**config.mk**
```make
export PLATFORM = sky130hd
export DESIGN_NAME = eth_csr_bank
export DESIGN_NICKNAME = d
export VERILOG_FILES = /design/src/rtl/eth_csr_pkg.sv /design/src/rtl/csr_event_flags.sv /design/src/rtl/csr_run_ctrl.sv /design/src/rtl/csr_cfg_regs.sv /design/src/rtl/eth_csr_bank.sv
export SDC_FILE = /design/constraint.sdc
export NUM_CORES = 1
export LEC_CHECK = 0
export BUFFER_PORTS_ARGS = -buffer_cell sky130_fd_sc_hd__buf_2
export CAP_MARGIN = 20
export CORE_MARGIN = 4
export CORE_UTILIZATION = 25
export DETAILED_ROUTE_END_ITERATION = 7
export HOLD_SLACK_MARGIN = 0.06
export PLACE_DENSITY_LB_ADDON = 0.3
export REMOVE_ABC_BUFFERS = 1
export SLEW_MARGIN = 40
export SYNTH_ARGS = -nofsm -noshare
export SYNTH_HDL_FRONTEND = slang
export SYNTH_SLANG_ARGS = --single-unit
```
**constraint.sdc**
```tcl
create_clock -name clk -period 1.9 [get_ports clk]
set_input_delay 0.38 -clock clk [delete_from_list [all_inputs] [get_ports clk]]
set_output_delay 0.38 -clock clk [all_outputs]
set_load 0.01 [all_outputs]
```
**src/rtl/eth_csr_pkg.sv**
```systemverilog
package eth_csr_pkg;
  localparam int CSR_W   = 16;
  localparam int NFLAG   = 7;
  // run register bit positions
  localparam int B_INIT  = 0;
  localparam int B_STRT  = 1;
  localparam int B_STOP  = 2;
  localparam int B_POLL  = 3;
  localparam int B_INEA  = 6;
  localparam int B_FLAG0 = 8;
  localparam int B_ERR   = 15;
  // flag vector positions (bit k maps to run register bit B_FLAG0+k)
  localparam int F_IDON  = 0;
  localparam int F_TINT  = 1;
  localparam int F_RINT  = 2;
  localparam int F_MERR  = 3;
  localparam int F_MISS  = 4;
  localparam int F_CERR  = 5;
  localparam int F_BABL  = 6;

  typedef enum logic [1:0] {
    SEL_RUN  = 2'd0,
    SEL_IBLO = 2'd1,
    SEL_IBHI = 2'd2,
    SEL_BUS  = 2'd3
  } csr_sel_e;
endpackage

```
**src/rtl/csr_event_flags.sv**
```systemverilog
module csr_event_flags #(
  parameter int N = 7
) (
  input  logic         clk,
  input  logic         rst_n,
  input  logic         stopped_i,
  input  logic         stop_wr_i,
  input  logic [N-1:0] w1c_i,
  input  logic [N-1:0] set_i,
  output logic [N-1:0] flags_o
);
  logic [N-1:0] flags_q, flags_d;
  logic [N-1:0] set_gated;

  always_comb begin
    set_gated = stopped_i ? '0 : set_i;
    if (stop_wr_i) flags_d = '0;
    else           flags_d = (flags_q & ~w1c_i) | set_gated;
  end

  always_ff @(posedge clk or negedge rst_n) begin
    if (!rst_n) flags_q <= '0;
    else        flags_q <= flags_d;
  end

  assign flags_o = flags_q;

  // no flag survives while the controller is stopped
  a_r6_quiet_when_stopped: assert property (@(posedge clk) disable iff (!rst_n)
    stopped_i |-> (flags_q == '0));

  // an accepted event is visible after the edge even against a clear
  a_r5_event_wins: assert property (@(posedge clk) disable iff (!rst_n)
    ((|set_i) && !stopped_i && !stop_wr_i) |=> ((flags_q & $past(set_i)) == $past(set_i)));
endmodule

```
**src/rtl/csr_run_ctrl.sv**
```systemverilog
module csr_run_ctrl (
  input  logic clk,
  input  logic rst_n,
  input  logic wr_i,
  input  logic cmd_init_i,
  input  logic cmd_strt_i,
  input  logic cmd_stop_i,
  input  logic cmd_poll_i,
  input  logic cmd_inea_i,
  input  logic init_done_i,
  output logic init_o,
  output logic strt_o,
  output logic stop_o,
  output logic poll_o,
  output logic rxon_o,
  output logic txon_o,
  output logic inea_o,
  output logic init_fin_o
);
  logic init_q, strt_q, stop_q, poll_q, rxon_q, txon_q, inea_q, ready_q;
  logic init_d, strt_d, stop_d, poll_d, rxon_d, txon_d, inea_d, ready_d;
  logic fin;

  assign fin = init_done_i & init_q;

  always_comb begin
    init_d  = init_q;
    strt_d  = strt_q;
    stop_d  = stop_q;
    poll_d  = 1'b0;
    rxon_d  = rxon_q;
    txon_d  = txon_q;
    inea_d  = inea_q;
    ready_d = ready_q;
    if (wr_i && cmd_stop_i) begin
      init_d  = 1'b0;
      strt_d  = 1'b0;
      stop_d  = 1'b1;
      rxon_d  = 1'b0;
      txon_d  = 1'b0;
      inea_d  = 1'b0;
      ready_d = 1'b0;
    end else begin
      if (wr_i && cmd_init_i) init_d = 1'b1;
      else if (fin)           init_d = 1'b0;
      ready_d = ready_q | fin;
      strt_d  = strt_q | (wr_i & cmd_strt_i);
      stop_d  = stop_q & ~(wr_i & (cmd_init_i | cmd_strt_i));
      if (wr_i) inea_d = cmd_inea_i;
      poll_d  = wr_i & cmd_poll_i & ~stop_d;
      rxon_d  = rxon_q | (strt_d & ready_d);
      txon_d  = txon_q | (strt_d & ready_d);
    end
  end

  always_ff @(posedge clk or negedge rst_n) begin
    if (!rst_n) begin
      init_q  <= 1'b0;
      strt_q  <= 1'b0;
      stop_q  <= 1'b1;
      poll_q  <= 1'b0;
      rxon_q  <= 1'b0;
      txon_q  <= 1'b0;
      inea_q  <= 1'b0;
      ready_q <= 1'b0;
    end else begin
      init_q  <= init_d;
      strt_q  <= strt_d;
      stop_q  <= stop_d;
      poll_q  <= poll_d;
      rxon_q  <= rxon_d;
      txon_q  <= txon_d;
      inea_q  <= inea_d;
      ready_q <= ready_d;
    end
  end

  assign init_o     = init_q;
  assign strt_o     = strt_q;
  assign stop_o     = stop_q;
  assign poll_o     = poll_q;
  assign rxon_o     = rxon_q;
  assign txon_o     = txon_q;
  assign inea_o     = inea_q;
  assign init_fin_o = fin;

  a_r8_stop_clears: assert property (@(posedge clk) disable iff (!rst_n)
    (wr_i && cmd_stop_i) |=> (stop_q && !init_q && !strt_q && !rxon_q && !txon_q && !poll_q && !inea_q));

  a_r11_poll_single: assert property (@(posedge clk) disable iff (!rst_n)
    (poll_q && !wr_i) |=> !poll_q);

  a_r11_poll_not_stopped: assert property (@(posedge clk) disable iff (!rst_n)
    poll_q |-> !stop_q);

  a_r10_on_after_start: assert property (@(posedge clk) disable iff (!rst_n)
    (rxon_q || txon_q) |-> strt_q);

  a_r9_start_leaves_stop: assert property (@(posedge clk) disable iff (!rst_n)
    (wr_i && !cmd_stop_i && (cmd_init_i || cmd_strt_i)) |=> !stop_q);
endmodule

```
**src/rtl/csr_cfg_regs.sv**
```systemverilog
module csr_cfg_regs import eth_csr_pkg::*; #(
  parameter int HI_W  = 8,
  parameter int BUS_W = 3
) (
  input  logic             clk,
  input  logic             rst_n,
  input  logic             we_i,
  input  logic             stopped_i,
  input  csr_sel_e         sel_i,
  input  logic [CSR_W-1:0] wdata_i,
  output logic [CSR_W-1:0] lo_o,
  output logic [HI_W-1:0]  hi_o,
  output logic [BUS_W-1:0] bus_o
);
  logic [CSR_W-1:0] lo_q, lo_d;
  logic [HI_W-1:0]  hi_q, hi_d;
  logic [BUS_W-1:0] bus_q, bus_d;
  logic             wr_ok;

  assign wr_ok = we_i & stopped_i;

  always_comb begin
    lo_d  = lo_q;
    hi_d  = hi_q;
    bus_d = bus_q;
    if (wr_ok) begin
      case (sel_i)
        SEL_IBLO: lo_d  = wdata_i;
        SEL_IBHI: hi_d  = wdata_i[HI_W-1:0];
        SEL_BUS:  bus_d = wdata_i[BUS_W-1:0];
        default:  ;
      endcase
    end
  end

  always_ff @(posedge clk or negedge rst_n) begin
    if (!rst_n) begin
      lo_q  <= '0;
      hi_q  <= '0;
      bus_q <= '0;
    end else begin
      lo_q  <= lo_d;
      hi_q  <= hi_d;
      bus_q <= bus_d;
    end
  end

  assign lo_o  = lo_q;
  assign hi_o  = hi_q;
  assign bus_o = bus_q;

  // configuration is frozen while the controller runs
  a_r12_locked_when_running: assert property (@(posedge clk) disable iff (!rst_n)
    !stopped_i |=> $stable({lo_q, hi_q, bus_q}));
endmodule

```
**src/rtl/eth_csr_bank.sv**
```systemverilog
module eth_csr_bank import eth_csr_pkg::*; #(
  parameter int IBA_W = 24,
  parameter int BUS_W = 3
) (
  input  logic             clk,
  input  logic             rst_n,
  input  logic             host_we,
  input  logic             host_port,
  input  logic [15:0]      host_wdata,
  output logic [15:0]      host_rdata,
  input  logic             ev_babble,
  input  logic             ev_sqe,
  input  logic             ev_missed,
  input  logic             ev_memerr,
  input  logic             ev_rx_done,
  input  logic             ev_tx_done,
  input  logic             ev_init_done,
  output logic             init_req,
  output logic             rx_on,
  output logic             tx_on,
  output logic             tx_poll,
  output logic             irq_n,
  output logic [IBA_W-1:0] init_addr,
  output logic [BUS_W-1:0] bus_cfg
);
  localparam int HI_W = IBA_W - CSR_W;

  csr_sel_e         sel_q, sel_d;
  logic             data_wr, run_wr;
  logic [NFLAG-1:0] flags, w1c, ev_set;
  logic             init_b, strt_b, stop_b, poll_b, rxon_b, txon_b, inea_b, init_fin;
  logic             err_sum, intr;
  logic [CSR_W-1:0] run_word, lo_w;
  logic [HI_W-1:0]  hi_w;
  logic [BUS_W-1:0] bus_w;

  // address port
  always_comb begin
    sel_d = sel_q;
    if (host_we && host_port) sel_d = csr_sel_e'(host_wdata[1:0]);
  end

  always_ff @(posedge clk or negedge rst_n) begin
    if (!rst_n) sel_q <= SEL_RUN;
    else        sel_q <= sel_d;
  end

  assign data_wr = host_we & ~host_port;
  assign run_wr  = data_wr & (sel_q == SEL_RUN);
  assign w1c     = run_wr ? host_wdata[B_FLAG0 +: NFLAG] : '0;
  assign ev_set  = {ev_babble, ev_sqe, ev_missed, ev_memerr, ev_rx_done, ev_tx_done, init_fin};

  csr_run_ctrl u_run (
    .clk         (clk),
    .rst_n       (rst_n),
    .wr_i        (run_wr),
    .cmd_init_i  (host_wdata[B_INIT]),
    .cmd_strt_i  (host_wdata[B_STRT]),
    .cmd_stop_i  (host_wdata[B_STOP]),
    .cmd_poll_i  (host_wdata[B_POLL]),
    .cmd_inea_i  (host_wdata[B_INEA]),
    .init_done_i (ev_init_done),
    .init_o      (init_b),
    .strt_o      (strt_b),
    .stop_o      (stop_b),
    .poll_o      (poll_b),
    .rxon_o      (rxon_b),
    .txon_o      (txon_b),
    .inea_o      (inea_b),
    .init_fin_o  (init_fin)
  );

  csr_event_flags #(.N(NFLAG)) u_flags (
    .clk       (clk),
    .rst_n     (rst_n),
    .stopped_i (stop_b),
    .stop_wr_i (run_wr & host_wdata[B_STOP]),
    .w1c_i     (w1c),
    .set_i     (ev_set),
    .flags_o   (flags)
  );

  csr_cfg_regs #(.HI_W(HI_W), .BUS_W(BUS_W)) u_cfg (
    .clk       (clk),
    .rst_n     (rst_n),
    .we_i      (data_wr),
    .stopped_i (stop_b),
    .sel_i     (sel_q),
    .wdata_i   (host_wdata),
    .lo_o      (lo_w),
    .hi_o      (hi_w),
    .bus_o     (bus_w)
  );

  assign err_sum  = flags[F_BABL] | flags[F_CERR] | flags[F_MISS] | flags[F_MERR];
  assign intr     = flags[F_BABL] | flags[F_MISS] | flags[F_MERR] |
                    flags[F_RINT] | flags[F_TINT] | flags[F_IDON];
  assign run_word = {err_sum, flags, intr, inea_b, rxon_b, txon_b, poll_b, stop_b, strt_b, init_b};

  always_comb begin
    if (host_port) host_rdata = {{(CSR_W-2){1'b0}}, sel_q};
    else begin
      case (sel_q)
        SEL_RUN:  host_rdata = run_word;
        SEL_IBLO: host_rdata = lo_w;
        SEL_IBHI: host_rdata = {{(CSR_W-HI_W){1'b0}}, hi_w};
        default:  host_rdata = {{(CSR_W-BUS_W){1'b0}}, bus_w};
      endcase
    end
  end

  assign irq_n     = ~(intr & inea_b);
  assign init_req  = init_b;
  assign rx_on     = rxon_b;
  assign tx_on     = txon_b;
  assign tx_poll   = poll_b;
  assign init_addr = {hi_w, lo_w};
  assign bus_cfg   = bus_w;

  a_r4_err_summary: assert property (@(posedge clk) disable iff (!rst_n)
    (!host_port && sel_q == SEL_RUN) |-> (host_rdata[15] == (|host_rdata[14:11])));

  a_r7_irq_needs_enable: assert property (@(posedge clk) disable iff (!rst_n)
    !irq_n |-> (inea_b && (|(flags & ~(NFLAG'(1) << F_CERR)))));

  a_r1_addr_readback: assert property (@(posedge clk) disable iff (!rst_n)
    host_port |-> (host_rdata[15:2] == '0));
endmodule

```
---- Word level (Yosys, flattened, before mapping) ----
Index checks and enable logic that the tools add are counted.
operators by class
  muxes and demuxes ....................... 16
  equal/unequal tests ..................... 3
  bitwise logic cells ..................... 32
  reductions and logical operators ........ 9
operators by type and width
  operator                                                         number
  16-bit one-hot mux with 3 select lines                           1
  7-bit 2-to-1 mux                                                 3
  16-bit 2-to-1 mux                                                1
  1-bit OR                                                         13
  1-bit bitwise AND                                                12
  1-bit 2-to-1 mux                                                 11
  7-bit bitwise AND                                                1
  7-bit inverter                                                   1
  7-bit OR                                                         1
  2-bit AND reduction                                              3
  2-bit == test, second input constant                             2
  1-bit inverter                                                   4
  1-bit logical AND                                                3
  3-bit nonzero test                                               1
  2-bit by 1-bit == test with 1-bit output, second input constant  1
  2-bit logical NOT                                                1
  2-bit nonzero test                                               1
storage, ports and cells
  flip-flop bits (word level) ............. 44
  output and inout bits ................... 48
  word-level logic and storage cells ...... 73
  input bits .............................. 27

---- Logic depth before layout (Yosys ltp) ----
Gate-level depths: netlist (run 1).
  depth in word-level cells ............... 9
  mapped depth ............................ 5
  gate-level depth less buffers ........... 3

---- Modules after synthesis ----
From an unflattened synthesis (run 1), not the netlist that was laid out.
second synthesis, totals
  cells, all modules ...................... 191
  area total of the unflattened synthesis .. 2277.2 um2
by module, submodules not included
  module           area each (um2)  cells each  seq. area each (um2)  instances
  csr_cfg_regs     1073.5           58          675.6                 1
  eth_csr_bank     565.5            74          50.0                  1
  csr_run_ctrl     340.3            31          201.4                 1
  csr_event_flags  297.8            28          175.2                 1

---- Least setup slack after synthesis (run 1) ----
Ideal clock, no wire load.
  path kind ............................... in2out
  start point ............................. input port host_port
  end point ............................... output port host_rdata[7]
  data required time ...................... 1.520 ns
  arrival time ............................ 1.381 ns
  path buffers ............................ 2
  slack ................................... 0.139 ns
  cell stages on the path ................. 4
  cells stage by stage .................... buf_2 -> or2_2 -> clkbuf_1 -> o31ai_1
between the ends
  word-level cells in the longest chain between the ends .. 1
RTL lines
  item                RTL line             text
  start: declaration  eth_csr_bank.sv:8    input logic host_port,
  16-bit 2-to-1 mux   eth_csr_bank.sv:101  if (host_port) host_rdata = {{(CSR_W-2){1'b0}}, sel_q};
  end: declaration    eth_csr_bank.sv:10   output logic [15:0] host_rdata,
No other way between the ends.

---- Final worst setup path (run 1) ----
  start point ............................. register sel_q[0]
  end point ............................... output port host_rdata[5]
between the ends
  word-level cells in the longest chain between the ends .. 3
  elaborated cells on any way between the ends .. 5
RTL lines
  item                                         RTL line             text
  start: declaration                           eth_csr_bank.sv:28   csr_sel_e sel_q, sel_d;
  start signal: assignment                     eth_csr_bank.sv:45   else sel_q <= sel_d;
  2-bit == test, or another cell as far along  eth_csr_bank.sv:103  case (sel_q)
  16-bit one-hot mux with 3 select lines (*)   eth_csr_bank.sv:103
  16-bit 2-to-1 mux (*)                        eth_csr_bank.sv:101
Mark *: on every way between the ends. The rest lies on a longest branch, timed or not.

==> results of run 1 <==
## flip-flops by register name (all words and copies together) (netlist names), 2 cells and up
register,cells
u_cfg.lo_o,16
u_cfg.hi_o,8
u_flags.flags_o,7
u_cfg.bus_o,3
sel_q,2
## power by group through the flow
stage	clock network [mW]	logic [mW]	registers (mW)
after CTS	0.637	1.62	1.65
after global routing	0.658	1.78	1.72
after floorplan	0	0.700	1.77
final	0.616	1.63	1.65
after detailed placement	0	1.51	1.66
after global placement	0	1.49	1.65
## routing by layer
metal | wire length (um) | vias to the layer above | track usage
met5 | 0 | - | 0
met4 | 93 | 0 | 0.0369
met3 | 499 | 8 | 0.0365
met2 | 3160 | 57 | 0.203
met1 | 2840 | 885 | 0.169
li1 | - | 867 | -
## layout by cell type, fill, tap and decap left out, types with 2 or more instances in the layout
cell,Yosys,routed
or2_4,0,5
mux2_2,24,23
a21oi_2,0,5
nand2_1,9,9
clkbuf_1,3,2
nor2b_1,4,4
nor3_2,0,2
a21oi_1,15,10
a211oi_1,3,2
dfrtp_2,0,2
buf_2,4,72
nor2_1,15,14
buf_6,4,5
o21ai_0,8,8
clkbuf_8,0,6
dfrtp_1,43,41
mux2_4,6,7
nand2b_1,9,8
buf_4,1,12
a31oi_1,2,2
mux2i_1,13,13
inv_1,9,9
buf_12,0,3
nand3b_1,2,2
## kinds of logic (layout without fill, tap and decap cells)
| group | count (synthesis) | count (layout) |
|---|---|---|
| mux | 44 | 44 |
| flops | 44 | 44 |
| simple gates | 58 | 58 |
| buf+inv | 21 | 110 |
| compound gates | 31 | 31 |
## final cells by class
cell class | instances | area, um^2
Tap cell | 108 | 135
Clock buffer | 8 | 90.1
Multi-Input combinational cell | 133 | 1110
Sequential cell | 44 | 1100
Fill cell | 887 | 5640
Inverter | 9 | 33.8
Timing Repair Buffer | 93 | 599
## metrics by stage
step / power, mW / cells / hold WS (ps) / utilization
2_1_floorplan: 2.47 / 186 / 84.4 / -
3_3_place_gp: 3.14 / 379 / 431 / 0.320
3_5_place_dp: 3.17 / 379 / 426 / 0.320
4_1_cts: 3.91 / 393 / 100 / 0.346
5_1_grt: 4.16 / 395 / 137 / 0.353
6_report: 3.89 / 395 / 83.0 / 0.353
## critical path, cell delays in order, from the launching register on
cell and delay, ps:
dfrtp_2 450, buf_12 160, mux2i_1 120, or2_4 230, a21oi_2 140, buf_2 140
## worst paths after layout
kind | from | end | slack, ps | cells past startpoint
worst min register to register | u_cfg.hi_o[4]$_DFFE_PN0P_ | u_cfg.hi_o[4]$_DFFE_PN0P_ | 530 | 1
worst min-delay path | rst_n | u_cfg.lo_o[13]$_DFFE_PN0P_ | 80 | 1
worst max register to register | sel_q[0]$_DFFE_PN0P_ | u_cfg.hi_o[1]$_DFFE_PN0P_ | 140 | 6
min in group clk | host_wdata[15] | u_cfg.lo_o[15]$_DFFE_PN0P_ | 310 | 2
max in group asynchronous | rst_n | sel_q[1]$_DFFE_PN0P_ | 1270 | 2
worst max-delay path | sel_q[0]$_DFFE_PN0P_ | host_rdata[5] | -20 | 5
## what timing repair did
item | 4_1_cts | 5_1_grt
hold endpoints to repair | 0 | 0
gates cloned | 1 | 0
resized for setup | 18 | 13
hold buffers | 0 | 0
setup endpoints to repair | 10 | 11
pin swaps | 0 | 6
setup buffers | 5 | 2
==> impl_metrics.py, run 1 <==
metrics = {
    "placement": {
        "io_buffer_count": 74,
        "post-place-ws_ps": 117,
        "dp_hpwl_um": 4840,
        "gp_congestion": 0.750,
        "dpl-instance-area_um2": 2790,
    },
    "cts": {
        "worstSkewPairLatency_ps": 290,
        "clockRootBuffer": "clkbuf_8",
        "cts_tree": "built",
        "cts_max_level": 2,
        "clkSinkCount": 44,
        "worst_setup_hold_path_clk_slew_ps": 80,
        "cts_buffer_depth": 2,
        "cts_buffers": 5,
    },
    "synth": {
        "synthAdderAreaFrac": 0,
        "synth_top_family_by_area": "multiplexers",
        "synth_top_area_cell": "dfrtp_1",
        "synthXorXnorAreaFrac": 0,
        "synth_compound_area_frac": 0.0856,
        "yosys.area_share.simple": 0.143,
        "synth_seq_cells": 44,
        "synth_area_um2": 2250,
        "syn_inst": 198,
        "synthMostInstantiatedCell": "dfrtp_1",
        "syn_avg_cell_area_um2": 11.4,
        "yosysSeqAreaShare": 0.490,
        "synth_mux_area_frac": 0.230,
        "synth-edff-count": 0,
        "synth_cell_type_count": 35,
        "synth_top_area_frac": 0.478,
        "ys.flop_type": "dfrtp_1",
        "ys.warnings.count": 0,
        "synth_area_leaders": "dfrtp_1, mux2_2, mux2i_1",
        "synthArstFlopShare": 1.00,
        "synth_commonest_cells": "dfrtp_1, mux2_2, a21oi_1, nor2_1, mux2i_1",
    },
    "route": {
        "drtIter0Drc": 62,
        "wirelength_um": 6590,
        "viasPerCell": 4.60,
        "antenna_left": 0,
        "drc": 0,
        "vias": 1817,
        "detail_route.wl_per_cell_um": 16.7,
        "firstDrtPassIters": 4,
    },
    "outcome": {
        "violations": "setup timing",
        "outcome": "finished with violations",
    },
    "sta": {
        "worst_pin_slew_ps": 601,
        "finalHoldViolations": 0,
        "period_needed_ps": 1920,
        "fin_setup_tns_ps": -38.6,
        "fmaxAchievable_mhz": 521,
        "slew_headroom": 0.599,
        "final-setup-viol-count": 2,
        "rsz0062_at_grt": "true",
        "finalWorstSetupSlack_ps": -20.3,
        "period_share": 1.01,
        "fin_skew_ps": 4.76,
        "final_max_slew_viol_count": 0,
    },
    "power_and_ir_drop": {
        "internal_power_mw": 2.53,
        "ir_drop_mv": 0.570,
        "seqPwrFrac": 0.424,
        "power.share.clock": 0.158,
        "p_leak_nw": 1.49,
        "p_sw_mw": 1.37,
        "p_sw_frac": 0.351,
        "combPwrFrac": 0.418,
        "p_per_area_nw_per_um2": 1260,
    },
    "floorplanning": {
        "ios": 75,
        "core-area_um2": 8720,
        "die_y_um": 103,
        "die_area_um2": 10600,
        "initial_utilization": 0.258,
        "die_width_um": 103,
        "rows": 34,
    },
    "cells_and_area": {
        "n_antenna_cell": 0,
        "fin_nets": 313,
        "drive_above_1_share": 0.540,
        "design_area_um2": 3080,
        "area_growth_pct": 36.7,
    },
    "setup_path": {
        "required_ps": 1520,
        "critPathKind": "reg2out",
        "endpoint_kind": "output pin",
        "cp_max_fo": 10,
        "critPathLaunchType": "register",
        "cp.arrival_ps": 1540,
    },
    "grt": {
        "grt_max_degree": 24,
        "grt_overflow_total": 0,
        "track_usage": 0.128,
        "antenna_found_initial": 0,
        "grt_pass1_wl_um": 10300,
        "grt_pass1_vias": 1919,
    },
    "min_path": {
        "min-delay-path-class": "in2async",
    },
    "run": {
        "drv_cap": 0,
    },
}
No activity file was read; power rests on OpenSTA's default activity.
==> inputs of run 2 (changes only) <==
--- a/config.mk
+++ b/config.mk
@@ -12,7 +12,7 @@
 export DETAILED_ROUTE_END_ITERATION = 7
 export HOLD_SLACK_MARGIN = 0.06
 export PLACE_DENSITY_LB_ADDON = 0.3
-export REMOVE_ABC_BUFFERS = 1
+export SETUP_SLACK_MARGIN = 0.02
 export SLEW_MARGIN = 40
 export SYNTH_ARGS = -nofsm -noshare
 export SYNTH_HDL_FRONTEND = slang
==> impl_metrics.py, run 2 (synthesis results as in run 1) <==
metrics = {
    "cts": {
        "cts_max_level": 2,
        "cts_buffers": 5,
        "clockRootBuffer": "clkbuf_8",
        "worst_setup_hold_path_clk_slew_ps": 90,
        "cts_tree": "built",
        "cts_buffer_depth": 2,
        "worstSkewPairLatency_ps": 290,
        "clkSinkCount": 44,
    },
    "setup_path": {
        "r2r_end": "u_run.poll_o$_DFF_PN0_",
        "rrSetupSlack_ps": 160,
        "cp_max_fo": 3,
        "required_ps": 1520,
        "cp.arrival_ps": 1540,
        "worstReg2RegStart": "sel_q[0]$_DFFE_PN0P_",
        "critPathLaunchType": "register",
        "endpoint_kind": "output pin",
        "r2r_cells": 3,
        "critPathKind": "reg2out",
    },
    "outcome": {
        "violations": "setup timing",
        "outcome": "finished with violations",
    },
    "grt": {
        "grt_pass1_wl_um": 10000,
        "grt_overflow_total": 0,
        "track_usage": 0.124,
        "grt_max_degree": 45,
        "antenna_found_initial": 0,
        "grt_pass1_vias": 1861,
    },
    "cells_and_area": {
        "area_growth_pct": 34.6,
        "final_common_cell": "buf_2",
        "fin_cells": 392,
        "largest_reg_flops": 16,
        "fill_cells": 900,
        "drive_above_1_share": 0.535,
        "fin_nets": 311,
        "n_antenna_cell": 0,
        "design_area_um2": 3030,
        "final_cell_mix": "buf_2, dfrtp_1, mux2_2",
    },
    "floorplanning": {
        "die_area_um2": 10600,
        "ios": 75,
        "die_width_um": 103,
        "die_y_um": 103,
        "initial_utilization": 0.258,
        "rows": 34,
        "core-area_um2": 8720,
    },
    "route": {
        "wirelength_um": 6270,
        "drtIter0Drc": 47,
        "viasPerCell": 4.62,
        "drc": 0,
        "firstDrtPassIters": 4,
        "detail_route.wl_per_cell_um": 16.0,
        "vias": 1811,
        "antenna_left": 0,
    },
    "sta": {
        "final_max_slew_viol_count": 0,
        "finalHoldViolations": 0,
        "final-setup-viol-count": 2,
        "fin_skew_ps": 8.22,
        "period_needed_ps": 1920,
        "period_share": 1.01,
        "slew_headroom": 0.617,
        "fin_setup_tns_ps": -37.4,
        "finalWorstSetupSlack_ps": -20.6,
        "rsz0062_at_grt": "true",
        "fmaxAchievable_mhz": 521,
        "holdWs_ps": 161,
        "worst_pin_slew_ps": 574,
    },
    "power_and_ir_drop": {
        "p_per_area_nw_per_um2": 1350,
        "ir_drop_mv": 0.571,
        "p_leak_nw": 1.47,
    },
    "placement": {
        "post-place-ws_ps": 144,
        "place_inst": 379,
        "gp_congestion": 0.769,
        "io_buffer_count": 74,
        "dp_hpwl_um": 4650,
        "dpl-instance-area_um2": 2760,
    },
    "run": {
        "drv_cap": 0,
    },
    "synth": {
        "syn_nets": 225,
    },
    "min_path": {
        "min-delay-path-class": "in2async",
    },
}
==> run 2: cell count changes in the layout (fill, tap and decap cells not counted), sizes merged <==
cell / delta
bufinv: +2
bufbuf: -1
buf: -1
clkbuf: -3
==> run 2: what timing repair did <==
action,in CTS,in global routing
hold buffers,0,0
setup buffers,4,2
endpoints found under the setup margin,17,17
gates cloned,0,0
pin swaps,6,5
resized for setup,23,6
endpoints found under the hold margin,0,0
==> run 2: how the worst max path moves through the flow <==
stage | startpoint | end | slack (ps)
floorplan | host_port | host_rdata[7] | 140
global placement | host_port | host_rdata[7] | 140
detailed placement | sel_q[0]$_DFFE_PN0P_ | u_run.poll_o$_DFF_PN0_ | 140
CTS | u_flags.flags_o[3]$_DFF_PN0_ | irq_n | -50
global route | u_flags.flags_o[3]$_DFF_PN0_ | irq_n | -120
finish | u_flags.flags_o[3]$_DFF_PN0_ | irq_n | -20
==> run 2: final cells by class <==
cell class | count | area, um^2 | share of cell area
clock buffers | 5 | 68.8 | 0.0227
clock inverters | 2 | 60.1 | 0.0198
inverters | 9 | 33.8 | 0.0112
multi-input cells | 133 | 1100 | 0.365
flip-flops and latches | 44 | 1100 | 0.364
well taps | 108 | 135 | 0.0446
repair buffers | 91 | 523 | 0.173
==> run 2: through the flow <==
step | total power [mW] | utilization
CTS | 4.12 | 0.343
detailed placement | 3.15 | 0.316
floorplan | 2.49 | -
global placement | 3.13 | 0.316
global route | 4.40 | 0.347
finish | 4.08 | 0.347
==> run 2: layer usage <==
metal  GRT usage  share of wire
met5           0              0
met3      0.0426          0.064
met2       0.205           0.50
met1       0.158           0.42
met4      0.0279          0.015
==> run 2: power by group <==
group / internal (mW) / switching [mW] / total [mW]
clock network: 0.518 / 0.320 / 0.838
registers: 1.32 / 0.345 / 1.67
logic: 0.866 / 0.712 / 1.58
total: 2.71 / 1.38 / 4.08
==> run 2: critical path: stages (launching register included) <==
cell and delay, ps:
dfrtp_1 400, or3_4 400, nor4_4 170, nand2b_1 150, buf_2 130
